`src/rtl/lirq_pkg.sv`:
```
package lirq_pkg;
   // control register bit positions
   localparam int BIT_ACK_EN = 0;
   localparam int BIT_EN     = 1;
   localparam int BIT_CYC    = 2;

   typedef struct packed {
      logic cyc;     // 1: count CPU cycles, 0: count prescaled lines
      logic en;      // counting enabled
      logic ack_en;  // value copied into en by an acknowledge
   } lirq_ctrl_t;
endpackage

```
`src/rtl/lirq_regs.sv`:
```
module lirq_regs
   import lirq_pkg::*;
#(
   parameter int CNT_W  = 8,
   parameter int DATA_W = 8
) (
   input  logic              clk,
   input  logic              rst_n,
   input  logic              wr_lo,
   input  logic              wr_hi,
   input  logic              wr_ctrl,
   input  logic              wr_ack,
   input  logic [DATA_W-1:0] wdata,
   output lirq_ctrl_t        ctrl,
   output logic [CNT_W-1:0]  latch,
   output logic              restart,
   output logic              irq_clr
);
   localparam int HALF = CNT_W / 2;

   logic [1:0] wr_half;
   assign wr_half = {wr_hi, wr_lo};

   always_ff @(posedge clk or negedge rst_n) begin
      if (!rst_n) begin
         latch <= '0;
      end else begin
         for (int h = 0; h < 2; h++) begin
            if (wr_half[h]) latch[h*HALF +: HALF] <= wdata[HALF-1:0];
         end
      end
   end

   always_ff @(posedge clk or negedge rst_n) begin
      if (!rst_n) begin
         ctrl <= '0;
      end else if (wr_ctrl) begin
         ctrl.cyc    <= wdata[BIT_CYC];
         ctrl.en     <= wdata[BIT_EN];
         ctrl.ack_en <= wdata[BIT_ACK_EN];
      end else if (wr_ack) begin
         ctrl.en <= ctrl.ack_en;
      end
   end

   assign restart = wr_ctrl && wdata[BIT_EN];
   assign irq_clr = wr_ctrl || wr_ack;

   logic unused_wdata;
   assign unused_wdata = ^wdata;
endmodule

```
`src/rtl/lirq_prescaler.sv`:
```
module lirq_prescaler #(
   parameter int LONG_PERIOD  = 114,
   parameter int SHORT_PERIOD = 113,
   parameter int NUM_PHASES   = 3,
   localparam int PS_W = $clog2(LONG_PERIOD + 1),
   localparam int PH_W = (NUM_PHASES > 1) ? $clog2(NUM_PHASES) : 1
) (
   input  logic            clk,
   input  logic            rst_n,
   input  logic            step,
   input  logic            restart,
   output logic            tick,
   output logic [PS_W-1:0] ps_o,
   output logic [PH_W-1:0] phase_o
);
   logic [PS_W-1:0] ps_q;
   logic [PS_W-1:0] ps_inc;
   logic [PS_W-1:0] term;
   logic [PH_W-1:0] phase_q;
   logic            at_term;

   assign ps_inc  = ps_q + 1'b1;
   assign at_term = (ps_inc == term);
   assign tick    = step && !restart && at_term;

   always_ff @(posedge clk or negedge rst_n) begin
      if (!rst_n) begin
         ps_q <= '0;
      end else if (restart) begin
         ps_q <= '0;
      end else if (step) begin
         ps_q <= at_term ? '0 : ps_inc;
      end
   end

   generate
      if (NUM_PHASES > 1) begin : g_phased
         logic last_phase;
         assign last_phase = (phase_q == PH_W'(NUM_PHASES - 1));
         assign term = last_phase ? PS_W'(SHORT_PERIOD) : PS_W'(LONG_PERIOD);

         always_ff @(posedge clk or negedge rst_n) begin
            if (!rst_n) begin
               phase_q <= '0;
            end else if (restart) begin
               phase_q <= '0;
            end else if (tick) begin
               phase_q <= last_phase ? '0 : phase_q + 1'b1;
            end
         end
      end else begin : g_fixed
         assign phase_q = '0;
         assign term    = PS_W'(LONG_PERIOD);
      end
   endgenerate

   assign ps_o    = ps_q;
   assign phase_o = phase_q;
endmodule

```
`src/rtl/lirq_counter.sv`:
```
module lirq_counter #(
   parameter int CNT_W = 8
) (
   input  logic             clk,
   input  logic             rst_n,
   input  logic             step,
   input  logic             restart,
   input  logic             irq_clr,
   input  logic [CNT_W-1:0] latch,
   output logic [CNT_W-1:0] value,
   output logic             ovf,
   output logic             irq
);
   localparam logic [CNT_W-1:0] CNT_MAX = '1;

   logic [CNT_W-1:0] value_q;

   assign ovf = step && !restart && (value_q == CNT_MAX);

   always_ff @(posedge clk or negedge rst_n) begin
      if (!rst_n) begin
         value_q <= '0;
      end else if (restart || ovf) begin
         value_q <= latch;
      end else if (step) begin
         value_q <= value_q + 1'b1;
      end
   end

   // a new overflow outranks a clear in the same cycle
   always_ff @(posedge clk or negedge rst_n) begin
      if (!rst_n) begin
         irq <= 1'b0;
      end else if (ovf) begin
         irq <= 1'b1;
      end else if (irq_clr) begin
         irq <= 1'b0;
      end
   end

   assign value = value_q;
endmodule

```
`src/rtl/line_irq_timer.sv`:
```
module line_irq_timer
   import lirq_pkg::*;
#(
   parameter int CNT_W         = 8,
   parameter int DATA_W        = 8,
   parameter int LONG_PERIOD   = 114,
   parameter int SHORT_PERIOD  = 113,
   parameter int NUM_PHASES    = 3,
   parameter bit CYCLE_MODE_EN = 1'b1
) (
   input  logic              clk,
   input  logic              rst_n,
   input  logic              cpu_ce,
   input  logic              wr_latch_lo,
   input  logic              wr_latch_hi,
   input  logic              wr_ctrl,
   input  logic              wr_ack,
   input  logic [DATA_W-1:0] wdata,
   output logic              irq
);
   localparam int PS_W = $clog2(LONG_PERIOD + 1);
   localparam int PH_W = (NUM_PHASES > 1) ? $clog2(NUM_PHASES) : 1;

   initial begin
      assert (CNT_W % 2 == 0 && CNT_W >= 2) else $error("CNT_W must be even");
      assert (DATA_W >= CNT_W / 2 && DATA_W > BIT_CYC) else $error("DATA_W too narrow");
      assert (SHORT_PERIOD >= 1 && SHORT_PERIOD <= LONG_PERIOD) else $error("bad periods");
      assert (NUM_PHASES >= 1) else $error("NUM_PHASES must be positive");
   end

   lirq_ctrl_t       ctrl;
   logic [CNT_W-1:0] latch;
   logic             restart;
   logic             irq_clr;
   logic             cyc_sel;
   logic             count_go;
   logic             ps_step;
   logic             ps_tick;
   logic             cnt_step;
   logic             ovf;
   logic [CNT_W-1:0] value;
   logic [PS_W-1:0]  ps;
   logic [PH_W-1:0]  phase;

   lirq_regs #(.CNT_W(CNT_W), .DATA_W(DATA_W)) u_regs (
      .clk     (clk),
      .rst_n   (rst_n),
      .wr_lo   (wr_latch_lo),
      .wr_hi   (wr_latch_hi),
      .wr_ctrl (wr_ctrl),
      .wr_ack  (wr_ack),
      .wdata   (wdata),
      .ctrl    (ctrl),
      .latch   (latch),
      .restart (restart),
      .irq_clr (irq_clr)
   );

   generate
      if (CYCLE_MODE_EN) begin : g_cyc_mode
         assign cyc_sel = ctrl.cyc;
      end else begin : g_line_only
         logic unused_cyc;
         assign unused_cyc = ctrl.cyc;
         assign cyc_sel    = 1'b0;
      end
   endgenerate

   // no counting step in a cycle that writes the control register
   assign count_go = cpu_ce && ctrl.en && !wr_ctrl;
   assign ps_step  = count_go && !cyc_sel;
   assign cnt_step = cyc_sel ? count_go : ps_tick;

   lirq_prescaler #(
      .LONG_PERIOD  (LONG_PERIOD),
      .SHORT_PERIOD (SHORT_PERIOD),
      .NUM_PHASES   (NUM_PHASES)
   ) u_ps (
      .clk     (clk),
      .rst_n   (rst_n),
      .step    (ps_step),
      .restart (restart),
      .tick    (ps_tick),
      .ps_o    (ps),
      .phase_o (phase)
   );

   lirq_counter #(.CNT_W(CNT_W)) u_cnt (
      .clk     (clk),
      .rst_n   (rst_n),
      .step    (cnt_step),
      .restart (restart),
      .irq_clr (irq_clr),
      .latch   (latch),
      .value   (value),
      .ovf     (ovf),
      .irq     (irq)
   );
endmodule

```
`config.mk`:
```
export PLATFORM = sky130hd
export DESIGN_NAME = line_irq_timer
export DESIGN_NICKNAME = d
export VERILOG_FILES = /design/src/rtl/lirq_pkg.sv /design/src/rtl/lirq_regs.sv /design/src/rtl/lirq_prescaler.sv /design/src/rtl/lirq_counter.sv /design/src/rtl/line_irq_timer.sv
export SDC_FILE = /design/constraint.sdc
export NUM_CORES = 1
export LEC_CHECK = 0
export BUFFER_PORTS_ARGS = -buffer_cell sky130_fd_sc_hd__buf_2
export CORE_ASPECT_RATIO = 0.8
export CORE_MARGIN = 2
export CORE_UTILIZATION = 45
export DETAILED_ROUTE_END_ITERATION = 16
export PLACE_DENSITY = 0.62
export SLEW_MARGIN = 20
export SYNTH_ARGS = -nofsm -noshare
export SYNTH_HDL_FRONTEND = slang
export SYNTH_SLANG_ARGS = --single-unit
```
`constraint.sdc`:
```
create_clock -name clk -period 3.52 [get_ports clk]
set_input_delay 0.528 -clock clk [delete_from_list [all_inputs] [get_ports clk]]
set_output_delay 0.528 -clock clk [all_outputs]
set_load 0.005 [all_outputs]
```
==> qor.csv <==
stage,metric,value,unit
grt,antenna_found_initial,0,
final_layout,instances_no_fill,233,
synth,avgSynthCellArea,9.515,µm²
timing,max_freq,402.4,MHz
timing,relSlewSlack,48.97,%
synth,yosys.area.top_type_share,43.09,%
synth,ys.flop_type,dfrtp_1,
final_layout,n_antenna_cell,0,
synth,synthDistinctLibCells,48,
critical_path,slowest_delay,0.58,ns
power,p_sw_share,26.03,%
clocking,htree_levels,2,
clocking,insertion_delay,0.28,ns
timing,maxSlewViolCount,0,
synth,synth-seq-area-share,43.09,%
detailed_routing,via_per_inst,6.052,
critical_path,required,3.68,ns
detailed_routing,drt-pass1-iter-count,4,
power,comb_power_share,13.0,%
detailed_routing,vias,1410,
synth,ys_seq_elements,29,
clocking,cts_resized,0,
outcome,status,"finished, final reports clean",
synth,synthCells,177,
timing,setup_viol,0,
synth,yosys.area.top_type,dfrtp_1,
flow_run,cap_violations,0,
floorplan,die_w,72.40,µm
placement,placed_cells,225,
placement,post-place-ws,1.079,ns
grt,track_usage,20.61,%
timing,skew,0.003029,ns
placement,dp_hpwl,2747,µm
clocking,clkTransAtPathRegs,0.07,ns
clocking,cts_setup_buffers,0,
timing,worst_slack,1.035,ns
timing,hold_viol_final,0,
critical_path,critical-path-slowest-cell,or4b_4,
clocking,root_buffer,clkbuf_8,
placement,io_buffers,11,
synth,synth_fp_nets,194,
final_layout,drive_gt1_share,20.42,%
floorplan,dieHeight,58.72,µm
synth,yosys_warnings,0,
final_layout,layout_common_cells,"29 x nand2_1, 29 x dfrtp_1, 18 x o21ai_0",
clocking,cts_tree,built,
floorplan,die_area,4251,µm²
power,powerDensity,459.9,nW/µm²
worst_hold_path,hp-class,in2async,
final_layout,fin_nets,207,
detailed_routing,drcViolationCount,0,
clocking,cts_buffers,5,
power,p_sw,226.3,µW
critical_path,crit_chain,"ha_1, or4b_4, nand2_1, nand3_2, o21ai_4, a41oi_1, a221o_1",
floorplan,num_rows,19,
critical_path,cp.arrival,2.65,ns
synth,synth_async_sr_flop_share,100.0,%
power,p_int,643.2,µW
power,seqPwrFrac,45.3,%
critical_path,path_delay_family,simple AND/OR/NAND/NOR gates,
critical_path,cp_max_fo,8,
grt,grt_max_degree,30,
critical_path,critPathLaunchType,register,
grt,grt_pass1_wl,6644,µm
critical_path,endpoint_kind,register,
detailed_routing,antenna_left,0,
floorplan,start_util,47.87,%
clocking,ctsHoldBuffers,0,
power,ir_worst_vdd,0.3023,mV
placement,gp_congestion,0.7889,
synth,synth_edf_count,0,
timing,finalCritPeriodShare,70.59,%
detailed_routing,wl_per_cell,16.44,µm
critical_path,setup.worst_path.class,reg2reg,
floorplan,ios,16,
timing,rsz0062_at_grt,no,
detailed_routing,drt_iter0_drc,119,
timing,tightest_slew,0.7626,ns
synth,synthTopCellsByArea,"dfrtp_1 43%, nand2_1 6.5%, o21ai_0 5.3%",
floorplan,coreArea,3518,µm²
power,clock_power_share,41.7,%
clocking,clockBufferDepth,2,
power,leakagePower,0.0008088,µW
synth,synth_area,1684,µm²
grt,overflow,0,
final_layout,syn2layout_area_growth,12.26,%
timing,setup-tns-final,0,ns
detailed_routing,drt_wl_total,3830,µm
clocking,cts.sinks,29,
critical_path,worst-path-buf-inv,0,
grt,first_global_vias,1309,
timing,fin_crit,2.485,ns
## final cells by class
type	count	area [µm²]
multi-input combinational	139	922.1
fill	314	1628
clock inverter	2	37.54
tap	42	52.55
clock buffer	6	82.58
timing repair buffer	11	55.05
sequential	29	725.7
inverter	4	15.01
## state kept, by name, summed over array words and instances, names as in the netlist
name,count
u_regs.ctrl,3
u_ps.phase_o,2
u_ps.ps_o,7
u_cnt.irq,1
u_cnt.value,8
u_regs.latch,8
## worst reg2reg max path: stages, from the launching register on
cell	delay, ns
dfrtp_1	0.46
ha_1	0.34
or4b_4	0.58
nand2_1	0.12
nand3_2	0.13
o21ai_4	0.29
a41oi_1	0.15
a221o_1	0.30
## synthesized netlist by cell type, types with 3 or more instances
master,n
nand4b_1,3
a21oi_1,3
nand2_1,29
xor2_1,4
o211ai_1,5
nor3_1,3
mux2i_1,4
a221o_1,3
mux2_2,6
inv_1,4
o21ai_0,18
and3_1,4
nor2_1,12
dfrtp_1,29
nand3_1,4
clkbuf_1,3
or3_1,3
## through the flow
step                      area (µm²)  util [%]  total power (µW)  hold WS (ns)
after floorplan                 1684         -             471.1        0.2324
after global placement          1770     50.32             506.8        0.4932
after detailed placement        1770     50.32             511.8        0.4799
after CTS                       1891     53.73             879.6        0.2977
after global routing            1891     53.73             915.2        0.3168
final                           1891     53.73             869.4        0.2728
## path summary, 6_finish.rpt
kind                                          endpoint  slack (ns)                startpoint  depth (start not counted)
setup / recovery            u_cnt.value[7]$_DFFE_PN0P_        1.04  u_ps.ps_o[0]$_DFFE_PN0P_                          7
hold / removal                u_ps.ps_o[0]$_DFFE_PN0P_        0.27                     rst_n                          1
setup reg to reg            u_cnt.value[7]$_DFFE_PN0P_        1.04  u_ps.ps_o[0]$_DFFE_PN0P_                          7
hold reg to reg                  u_cnt.irq$_DFFE_PN0P_        0.51     u_cnt.irq$_DFFE_PN0P_                          2
max in group asynchronous  u_regs.latch[2]$_DFFE_PN0P_        2.81                     rst_n                          1
min in group clk           u_regs.latch[3]$_DFFE_PN0P_        0.47                  wdata[3]                          3
## layer usage
layer	part of all wire [%]	global-route usage, %
met2	40	26.74
met1	51	32.71
met3	7.3	5.137
met5	0	0
met4	1.3	7.407
## cell families (layout without fill, tap and decap cells)
logic type	count (synthesis)	in the layout	synth area share, %
muxes	10	10	6.389
adders and majority gates	2	2	1.486
AOI/OAI and AO/OA	47	47	20.43
DFF	29	29	43.09
and+or+nand+nor	76	76	24.37
xor gates and xnor gates	4	4	2.080
buffers and inverters	9	23	2.154
## power by group through the flow
stage	Sequential, µW	Combinational [µW]	Clock [µW]
floorplan	390	81.3	0
global placement	398	109	0
detailed placement	400	112	0
CTS	393	113	374
global route	399	128	388
finish	394	113	363
Power figures use the tool's default switching activity.
